--- src/rtl/tr_load_pkg.sv ---
package tr_load_pkg;

  typedef enum logic [1:0] {
    FLT_NONE = 2'd0,
    FLT_GP   = 2'd1,
    FLT_TS   = 2'd2,
    FLT_NP   = 2'd3
  } fault_e;

  localparam int          TYPE_W      = 4;
  localparam logic [3:0]  TYPE_TSS16  = 4'h1;
  localparam logic [3:0]  TYPE_TSS32  = 4'h9;
  localparam int          BUSY_BIT    = 1;
  localparam int          TI_BIT      = 2;
  localparam int          IDX_LSB     = 3;
  localparam int          MIN_LIM16   = 'h2B;
  localparam int          MIN_LIM32   = 'h67;

endpackage

--- src/rtl/tr_gate_check.sv ---
module tr_gate_check
  import tr_load_pkg::*;
#(
  parameter int SEL_W = 16
) (
  input  logic [SEL_W-1:0]  sel,
  input  logic              fetch_err,
  input  logic              desc_s,
  input  logic [TYPE_W-1:0] desc_type,
  output logic              gp_hit,
  output logic              is_tss16,
  output logic              is_tss32
);

  logic ti_local;
  logic bad_type;

  always_comb begin
    ti_local = sel[TI_BIT];
    is_tss16 = (desc_type == TYPE_TSS16);
    is_tss32 = (desc_type == TYPE_TSS32);
    bad_type = !(is_tss16 || is_tss32);
    gp_hit   = fetch_err || ti_local || desc_s || bad_type;
  end

endmodule

--- src/rtl/tr_limit_check.sv ---
module tr_limit_check
  import tr_load_pkg::*;
#(
  parameter int LIMIT_W = 20
) (
  input  logic               is_tss16,
  input  logic               is_tss32,
  input  logic [LIMIT_W-1:0] limit,
  output logic               too_short
);

  localparam int NUM_FMT = 2;
  localparam logic [LIMIT_W-1:0] MIN16 = LIMIT_W'(MIN_LIM16);
  localparam logic [LIMIT_W-1:0] MIN32 = LIMIT_W'(MIN_LIM32);

  logic [NUM_FMT-1:0] fmt_sel;
  logic [NUM_FMT-1:0] fmt_short;

  assign fmt_sel = {is_tss32, is_tss16};

  for (genvar g = 0; g < NUM_FMT; g++) begin : g_fmt
    localparam logic [LIMIT_W-1:0] MIN_V = (g == 0) ? MIN16 : MIN32;
    assign fmt_short[g] = fmt_sel[g] && (limit < MIN_V);
  end

  assign too_short = |fmt_short;

endmodule

--- src/rtl/tr_fault_prio.sv ---
module tr_fault_prio
  import tr_load_pkg::*;
(
  input  logic   gp_hit,
  input  logic   ts_hit,
  input  logic   present,
  output fault_e fault
);

  always_comb begin
    if (gp_hit)        fault = FLT_GP;
    else if (ts_hit)   fault = FLT_TS;
    else if (!present) fault = FLT_NP;
    else               fault = FLT_NONE;
  end

endmodule

--- src/rtl/tr_load_check.sv ---
module tr_load_check
  import tr_load_pkg::*;
#(
  parameter int SEL_W   = 16,
  parameter int LIMIT_W = 20,
  parameter int BASE_W  = 32,
  parameter int DPL_W   = 2,
  localparam int IDX_W  = SEL_W - IDX_LSB
) (
  input  logic               clk,
  input  logic               rst_n,
  input  logic               req_valid,
  input  logic [SEL_W-1:0]   req_sel,
  input  logic               fetch_err,
  input  logic [3:0]         desc_type,
  input  logic               desc_s,
  input  logic               desc_p,
  input  logic [LIMIT_W-1:0] desc_limit,
  input  logic [BASE_W-1:0]  desc_base,
  input  logic [DPL_W-1:0]   desc_dpl,
  output logic               done,
  output logic [1:0]         fault_code,
  output logic [IDX_W-1:0]   fault_err,
  output logic               wb_valid,
  output logic [3:0]         wb_type,
  output logic [SEL_W-1:0]   tr_sel,
  output logic [3:0]         tr_type,
  output logic [BASE_W-1:0]  tr_base,
  output logic [LIMIT_W-1:0] tr_limit,
  output logic [DPL_W-1:0]   tr_dpl
);

  logic   gp_hit, is16, is32, ts_hit;
  fault_e fault_nx;
  logic   commit;
  logic [3:0] busy_type;

  logic               done_nx, wb_nx;
  logic [1:0]         code_nx;
  logic [IDX_W-1:0]   err_nx;
  logic [3:0]         wbt_nx;

  tr_gate_check #(.SEL_W(SEL_W)) u_gate (
    .sel       (req_sel),
    .fetch_err (fetch_err),
    .desc_s    (desc_s),
    .desc_type (desc_type),
    .gp_hit    (gp_hit),
    .is_tss16  (is16),
    .is_tss32  (is32)
  );

  tr_limit_check #(.LIMIT_W(LIMIT_W)) u_limit (
    .is_tss16  (is16),
    .is_tss32  (is32),
    .limit     (desc_limit),
    .too_short (ts_hit)
  );

  tr_fault_prio u_prio (
    .gp_hit  (gp_hit),
    .ts_hit  (ts_hit),
    .present (desc_p),
    .fault   (fault_nx)
  );

  always_comb begin
    busy_type           = desc_type;
    busy_type[BUSY_BIT] = 1'b1;
    commit              = req_valid && (fault_nx == FLT_NONE);
    done_nx             = req_valid;
    code_nx             = req_valid ? 2'(fault_nx) : 2'd0;
    err_nx              = req_valid ? req_sel[SEL_W-1:IDX_LSB] : '0;
    wb_nx               = commit;
    wbt_nx              = commit ? busy_type : 4'h0;
  end

  // result registers
  always_ff @(posedge clk or negedge rst_n) begin
    if (!rst_n) begin
      done       <= 1'b0;
      fault_code <= 2'd0;
      fault_err  <= '0;
      wb_valid   <= 1'b0;
      wb_type    <= 4'h0;
    end else begin
      done       <= done_nx;
      fault_code <= code_nx;
      fault_err  <= err_nx;
      wb_valid   <= wb_nx;
      wb_type    <= wbt_nx;
    end
  end

  // task register and descriptor cache, enabled on commit only
  always_ff @(posedge clk or negedge rst_n) begin
    if (!rst_n) begin
      tr_sel   <= '0;
      tr_type  <= 4'h0;
      tr_base  <= '0;
      tr_limit <= '0;
      tr_dpl   <= '0;
    end else if (commit) begin
      tr_sel   <= req_sel;
      tr_type  <= busy_type;
      tr_base  <= desc_base;
      tr_limit <= desc_limit;
      tr_dpl   <= desc_dpl;
    end
  end

endmodule

--- config.mk ---
export PLATFORM = sky130hd
export DESIGN_NAME = tr_load_check
export DESIGN_NICKNAME = d
export VERILOG_FILES = /design/src/rtl/tr_load_pkg.sv /design/src/rtl/tr_gate_check.sv /design/src/rtl/tr_limit_check.sv /design/src/rtl/tr_fault_prio.sv /design/src/rtl/tr_load_check.sv
export SDC_FILE = /design/constraint.sdc
export NUM_CORES = 1
export LEC_CHECK = 0
export ABC_AREA = 1
export BUFFER_PORTS_ARGS = -buffer_cell sky130_fd_sc_hd__buf_2
export CAP_MARGIN = 5
export CORE_AREA = 2 2 91 93
export CTS_CLUSTER_SIZE = 12
export DETAILED_ROUTE_END_ITERATION = 12
export DIE_AREA = 0 0 93 95
export PLACE_DENSITY = 0.95
export SLEW_MARGIN = 20
export SYNTH_ARGS = -nofsm -noshare
export SYNTH_HDL_FRONTEND = slang
export SYNTH_SLANG_ARGS = --single-unit
--- constraint.sdc ---
create_clock -name clk -period 1.3 [get_ports clk]
set_input_delay 0.195 -clock clk [delete_from_list [all_inputs] [get_ports clk]]
set_output_delay 0.195 -clock clk [all_outputs]
set_load 0.03 [all_outputs]
==> results of run 1 <==
[flip-flops by register name, summed over array words and instances (netlist names)]
register    count
done            1
fault_code      2
fault_err      13
tr_base        32
tr_dpl          2
tr_limit       20
tr_sel         16
tr_type         4
wb_type         4
[metrics by stage]
step | setup slack [ns] | area [um2] | power (mW) | hold WS (ns) | util [%]
finish | 0.157 | 5170 | 6.52 | 0.0514 | 65.3
global route | 0.0675 | 5170 | 6.81 | 0.0392 | 65.3
CTS | 0.154 | 5170 | 6.58 | 0.0323 | 65.3
detailed placement | -0.187 | 4940 | 4.41 | 0.286 | 62.3
global placement | -0.108 | 4940 | 4.37 | 0.277 | 62.3
floorplan | 0.0507 | 3850 | 3.90 | -0.101 | -
[power groups by stage]
stage	sequential (mW)	clock [mW]	combinational, mW
after floorplan	3.69	0	0.212
after global placement	3.27	0	1.10
after detailed placement	3.28	0	1.14
after CTS	3.22	2.22	1.14
after global routing	3.25	2.34	1.22
final	3.22	2.16	1.13
[layout make-up]
cell class              instances  area, um2
fillers                       658       2750
flip-flops and latches         94       2350
multi-input cells             266       1210
repair buffers                200       1130
clock buffers                  10        138
well taps                     105        131
inverters                      31        116
clock inverters                 6       91.3
[what timing repair did]
item | 4_1_cts | 5_1_grt
hold buffers | 1 | 0
endpoints found under the setup margin | 0 | 0
endpoints found under the hold margin | 94 | 0
[worst max path at each step]
stage              startpoint          end  slack (ns)  depth (start not counted)
2_1_floorplan    desc_type[2]   tr_base[0]        0.05                          8
3_3_place_gp     desc_type[2]   tr_type[3]       -0.11                          8
6_report       desc_limit[14]  tr_base[16]        0.16                         11
4_1_cts            tr_base[0]   tr_base[0]        0.15                          1
5_1_grt        desc_limit[17]  tr_base[30]        0.07                         11
3_5_place_dp       req_sel[2]  tr_base[28]       -0.19                          8
[critical path: cells and delay by family]
kind / cells / cell delay [ns]
and+or+nand+nor: 9 / 0.91
buffers and inverters: 2 / 0.31
[per-layer routing]
layer	part of all wire, %	GRT usage, %
met3	7.0	4.55
met1	40	28.2
met5	0	0
met2	51	39.8
met4	2.0	8.82
[synthesized netlist by cell type]
library cell	instances	area share, %
sky130_fd_sc_hd__nor3_1	1	0.13
sky130_fd_sc_hd__nand2_1	172	17
sky130_fd_sc_hd__buf_1	2	0.20
sky130_fd_sc_hd__nand2_2	1	0.16
sky130_fd_sc_hd__buf_2	4	0.52
sky130_fd_sc_hd__nor3_2	1	0.26
sky130_fd_sc_hd__a21boi_0	1	0.20
sky130_fd_sc_hd__dfrtp_1	94	61
sky130_fd_sc_hd__nand3_2	1	0.26
sky130_fd_sc_hd__o21ai_1	1	0.13
sky130_fd_sc_hd__conb_1	1	0.097
sky130_fd_sc_hd__nor2_4	1	0.29
sky130_fd_sc_hd__nand3b_1	1	0.20
sky130_fd_sc_hd__a21oi_1	2	0.26
sky130_fd_sc_hd__nor2_2	1	0.16
sky130_fd_sc_hd__buf_4	1	0.20
sky130_fd_sc_hd__nand3_1	1	0.13
sky130_fd_sc_hd__inv_1	31	3.0
sky130_fd_sc_hd__nand4_1	70	11
sky130_fd_sc_hd__nor2_1	11	1.1
sky130_fd_sc_hd__clkbuf_1	20	2.0
sky130_fd_sc_hd__buf_6	5	1.5
[cells by family after synthesis]
family | Yosys count | synth area share [%]
buffers and inverters | 63 | 7.35
AND/OR/NAND/NOR | 261 | 30.8
other | 1 | 0.0975
flip-flops | 94 | 61.1
AO/OA/AOI/OAI | 4 | 0.585
==> impl_metrics.yaml, run 1 <==
run_status:
  outcome: "finished clean"
critical_path:
  critical_path_arrival_ns: 1.42
  capture_instance_of_the_worst_register_to_register_path: "tr_base[6]"
  timing.critical_path.required_ns: 1.58
  setup.reg_to_reg.worst_slack_ns: 0.67
  timing.critical_path.from_type: "input pin"
  critical-path-max-stage-delay_ns: 0.21
  critPathSlowestCell: "sky130_fd_sc_hd__buf_12"
  r2r.worst_path.cells: 2
  cp_cell_sequence: "buf_2 -> nor2_1 -> nand2_1 -> nor2_1 -> nand3_1 -> nor2_1 -> nand2_2 -> nand3_2 -> buf_12 -> nand2_1 -> nand2_1"
  crit_path_end_kind: "register"
  type_of_the_setup_path_with_the_least_slack: "input pin to register"
  critical_path.reg2reg.startpoint: "tr_base[6]"
  worstPathMaxFanout: 37
floorplan:
  num_io_pins: 175
  initial_utilization_pct: 48.5
  design.core.area_mm2: 0.00793
  fp-row-count: 33
  die-area_mm2: 0.00884
  chipHeight_um: 95
  die_width_um: 93
timing:
  skew_ns: 0
  finalSetupViolCount: 0
  max_freq_mhz: 875
  period_minus_slack_ns: 1.14
  hold_violations: 0
  rsz0062_at_grt: "no"
  final.setup.tns_ns: 0
  slew_viol_final: 0
  final.period_utilization_pct: 87.9
power_and_ir_drop:
  intPower_mw: 4.61
  power_leakage_nw: 3.24
  seq_power_share_pct: 49.5
  share_comb_of_total_power_pct: 17.3
  worst_ir_drop_vdd_mv: 0.640
  power.share.clock_pct: 33.2
  power_density_mw_per_mm2: 1260
  switching_share_pct: 29.2
  net-switching-power_mw: 1.90
clock_tree:
  number_of_setup_buffers_added_after_cts: 0
  cts.clk_slew.worst_paths_ns: 0.10
  number_of_buffers_on_the_longest_clock_path: 2
  h-tree-depth: 3
  clkSinkCount: 94
  clock-root-buffer: "sky130_fd_sc_hd__clkbuf_8"
  cells_resized_by_post_cts_repair: 0
  numCtsBuffers: 9
  cts_tree: "yes"
  clock_insertion_delay_worst_skew_ns: 0.34
logic_synthesis:
  yosys_warnings: 0
  synthCells: 423
  mappedNetlistNets: 503
  yosys.cell_types.count: 22
  flip_flop_and_latch_count_after_synthesis: 94
  synth_area_per_cell_um2: 9.10
  synth_seq_area_share_pct: 61.1
  syn-cell-area_mm2: 0.00385
route:
  route.detailed.wl_per_inst_um: 14.4
  drc_errors: 0
  drt-pass1-iter-count: 4
  routed_via_density: 5.16
  number_of_violations_reported_at_the_end_of_detailed_routing_iteration_0: 207
  postRouteWirelength_um: 10200
  drtAntennaViolNets: 0
  detailroute.via_count: 3677
cells_and_area:
  areaGrowthSynthToFinish_pct: 34.5
  final_standard_cell_count_with_taps_included_and_fillers_excluded: 712
  nets_final: 682
  layout_common_cells: "sky130_fd_sc_hd__buf_2, sky130_fd_sc_hd__nand2_1, sky130_fd_sc_hd__dfrtp_1, sky130_fd_sc_hd__nand4_1, sky130_fd_sc_hd__inv_1"
  layout_cell_share_with_drive_strength_beyond_1_pct: 36.2
  antenna_cells: 0
  layout.cells.most_common: "sky130_fd_sc_hd__buf_2"
hold_path:
  min_delay_path_depth: 3
  hold-path-endpoint: "fault_err[4]"
  hp-start: "req_sel[7]"
  hold_path_class: "input pin to register"
global_route:
  antenna_found_initial: 0
  grt_pass1_wl_um: 15800
  global_route.overflow_total: 0
  grt_pass1_vias: 3419
  grt_util_all_layers_pct: 22.8
  grt_start_max_net_pins: 95
flow_run:
  maxCapViolations: 0
placement:
  placed_cells_incl_taps: 695
  gp_congestion: 0.836
  io_buffers: 174
  detailedPlacementHpwl_um: 7410
(Power assumes the default switching activity.)
==> run 2, diff against run 1 <==
Settings changed: CORE_AREA 2 2 91 93 to 2 2 94 96, DIE_AREA 0 0 93 95 to 0 0 96 98, PLACE_DENSITY 0.95 to 0.91.
Clock period 1.3 ns to 1.1 ns, I/O delays scaled along.
==> impl_metrics.yaml, run 2 (synthesis gave the netlist of run 1 again) <==
run_status:
  outcome: "complete, but fails checks"
  violations_in_the_final_reports: "setup timing"
timing:
  max_freq_mhz: 905
  rsz0062_at_grt: "yes"
  finalSetupViolCount: 4
  skew_ns: 0
  hold_violations: 0
  final.setup.worst_slack_ns: -0.00527
  fin_worst_hold_slack_ns: 0.0148
  slew_viol_final: 0
  final.period_utilization_pct: 100
  period_minus_slack_ns: 1.11
cells_and_area:
  layout_cell_share_with_drive_strength_beyond_1_pct: 40.2
  post_route_standard_cell_area_excluding_fillers_mm2: 0.00607
  layout_common_cells: "sky130_fd_sc_hd__nand2_1, sky130_fd_sc_hd__dfrtp_1, sky130_fd_sc_hd__buf_6, sky130_fd_sc_hd__buf_2, sky130_fd_sc_hd__nand4_1"
  largest_register: "tr_base"
  nets_final: 707
  areaGrowthSynthToFinish_pct: 57.9
  layout.cells.most_common: "sky130_fd_sc_hd__nand2_1"
  final_util_pct: 71.7
  seq_area_mm2: 0.00235
  largest_reg_flops: 32
  fillers: 580
  antenna_cells: 0
  top_regs: "tr_base (32), tr_limit (20), tr_sel (16)"
  multi_input_combinational_cell_area_mm2: 0.00129
critical_path:
  r2r.worst_path.cells: 4
  timing.critical_path.from_type: "register"
  sum_of_buffers_and_inverters_on_the_critical_path: 1
  critical_path_arrival_ns: 0.94
  worst-path-stages: 1
  path_delay_family: "flip-flops"
  timing.critical_path.required_ns: 0.94
  type_of_the_setup_path_with_the_least_slack: "register to primary output"
  worstPathMaxFanout: 2
  critical-path-max-stage-delay_ns: 0.43
  crit_path_end_kind: "primary output"
  cp_cell_sequence: "buf_6"
  critPathSlowestCell: "sky130_fd_sc_hd__dfrtp_1"
floorplan:
  design.core.area_mm2: 0.00847
  num_io_pins: 175
  die_width_um: 96
  die-area_mm2: 0.00941
  chipHeight_um: 98
  fp-row-count: 34
  initial_utilization_pct: 45.4
power_and_ir_drop:
  power_leakage_nw: 3.47
  share_comb_of_total_power_pct: 22.6
  intPower_mw: 5.57
  switching_share_pct: 30.3
  net-switching-power_mw: 2.42
  seq_power_share_pct: 48.6
  worst_ir_drop_vdd_mv: 0.784
  power.share.clock_pct: 28.8
  power_density_mw_per_mm2: 1310
placement:
  io_buffers: 174
  gp_congestion: 0.776
  detailedPlacementHpwl_um: 7180
  placed_area_mm2: 0.00497
clock_tree:
  h-tree-depth: 3
  cts.clk_slew.worst_paths_ns: 0.10
  clkSinkCount: 94
  clock_insertion_delay_worst_skew_ns: 0.35
  number_of_buffers_on_the_longest_clock_path: 2
  numCtsBuffers: 9
  cts_tree: "yes"
  clock-root-buffer: "sky130_fd_sc_hd__clkbuf_8"
global_route:
  global_route.overflow_total: 0
  grt_util_all_layers_pct: 22.7
  grt_pass1_vias: 3571
  antenna_found_initial: 0
  grt_start_max_net_pins: 72
  grt_pass1_wl_um: 16600
route:
  drc_errors: 0
  postRouteWirelength_um: 12100
  routed_via_density: 5.20
  drt-pass1-iter-count: 6
  detailroute.via_count: 3848
  route.detailed.wl_per_inst_um: 16.3
  drtAntennaViolNets: 0
  number_of_violations_reported_at_the_end_of_detailed_routing_iteration_0: 208
flow_run:
  maxCapViolations: 0
hold_path:
  min_delay_path_depth: 3
  hold_path_class: "input pin to register"
-- run 2: changes by cell type in the layout (fill, tap and decap cells not counted), moves of 2 or more --
cell / previous run / this run
sky130_fd_sc_hd__buf_6: 0 / 93
sky130_fd_sc_hd__nor2_2: 1 / 6
sky130_fd_sc_hd__buf_2: 173 / 77
sky130_fd_sc_hd__buf_4: 21 / 37
sky130_fd_sc_hd__buf_12: 5 / 7
sky130_fd_sc_hd__dlygate4sd3_1: 1 / 9
sky130_fd_sc_hd__nor2_1: 11 / 5
sky130_fd_sc_hd__inv_1: 31 / 27
sky130_fd_sc_hd__nand2_1: 172 / 168
sky130_fd_sc_hd__nand2_2: 1 / 3
sky130_fd_sc_hd__inv_2: 0 / 3
-- run 2: per-stage QoR --
stage | power (mW) | instances | setup TNS (ns) | setup slack, ns
2_1_floorplan | 4.62 | 423 | -4.39 | -0.0968
3_3_place_gp | 5.20 | 692 | -22.01 | -0.300
3_5_place_dp | 5.25 | 692 | -26.63 | -0.399
4_1_cts | 7.75 | 723 | -0.0123 | -0.00679
5_1_grt | 8.37 | 740 | -1.31 | -0.0432
6_report | 7.99 | 740 | -0.0144 | -0.00527
-- run 2: routing by layer --
metal	wire [um]	vias to the layer above	track usage (%)	share of wire, %
met5	0	-	0	0
li1	-	1781	-	-
met2	6430	197	38.4	53
met4	282	0	8.13	2.3
met1	4540	1841	27.8	38
met3	816	29	5.79	6.8
-- run 2: area by class of cell --
type | count | share of cell area [%]
sequential | 94 | 38.7
timing repair buffer | 225 | 32.5
multi-input combinational | 266 | 21.2
tap | 108 | 2.22
clock buffer | 9 | 2.04
inverter | 31 | 2.00
clock inverter | 7 | 1.32
-- run 2: repair_timing --
| action | in CTS | in global routing |
|---|---|---|
| setup buffers | 7 | 15 |
| gates cloned | 0 | 1 |
| endpoints found under the hold margin | 101 | 1 |
| resized for setup | 82 | 157 |
| hold buffers | 8 | 1 |
| setup endpoints to repair | 52 | 167 |
-- run 2: path summary, 6_finish.rpt --
path                              from       endpoint  slack, ns
max in group asynchronous        rst_n     tr_base[3]       0.39
setup reg to reg           tr_limit[3]    tr_limit[3]       0.22
hold reg to reg             tr_type[1]     tr_type[1]       0.50
min in group asynchronous        rst_n    tr_base[11]       0.22
hold / removal             req_sel[13]  fault_err[10]       0.01
setup / recovery            wb_type[1]     wb_type[1]     -0.005
-- run 2: power groups by stage --
stage / registers, mW / logic, mW / clock network (mW)
finish: 3.88 / 1.80 / 2.30
global route: 3.90 / 1.91 / 2.56
CTS: 3.83 / 1.56 / 2.36
detailed placement: 3.87 / 1.38 / 0
global placement: 3.86 / 1.34 / 0
floorplan: 4.36 / 0.262 / 0
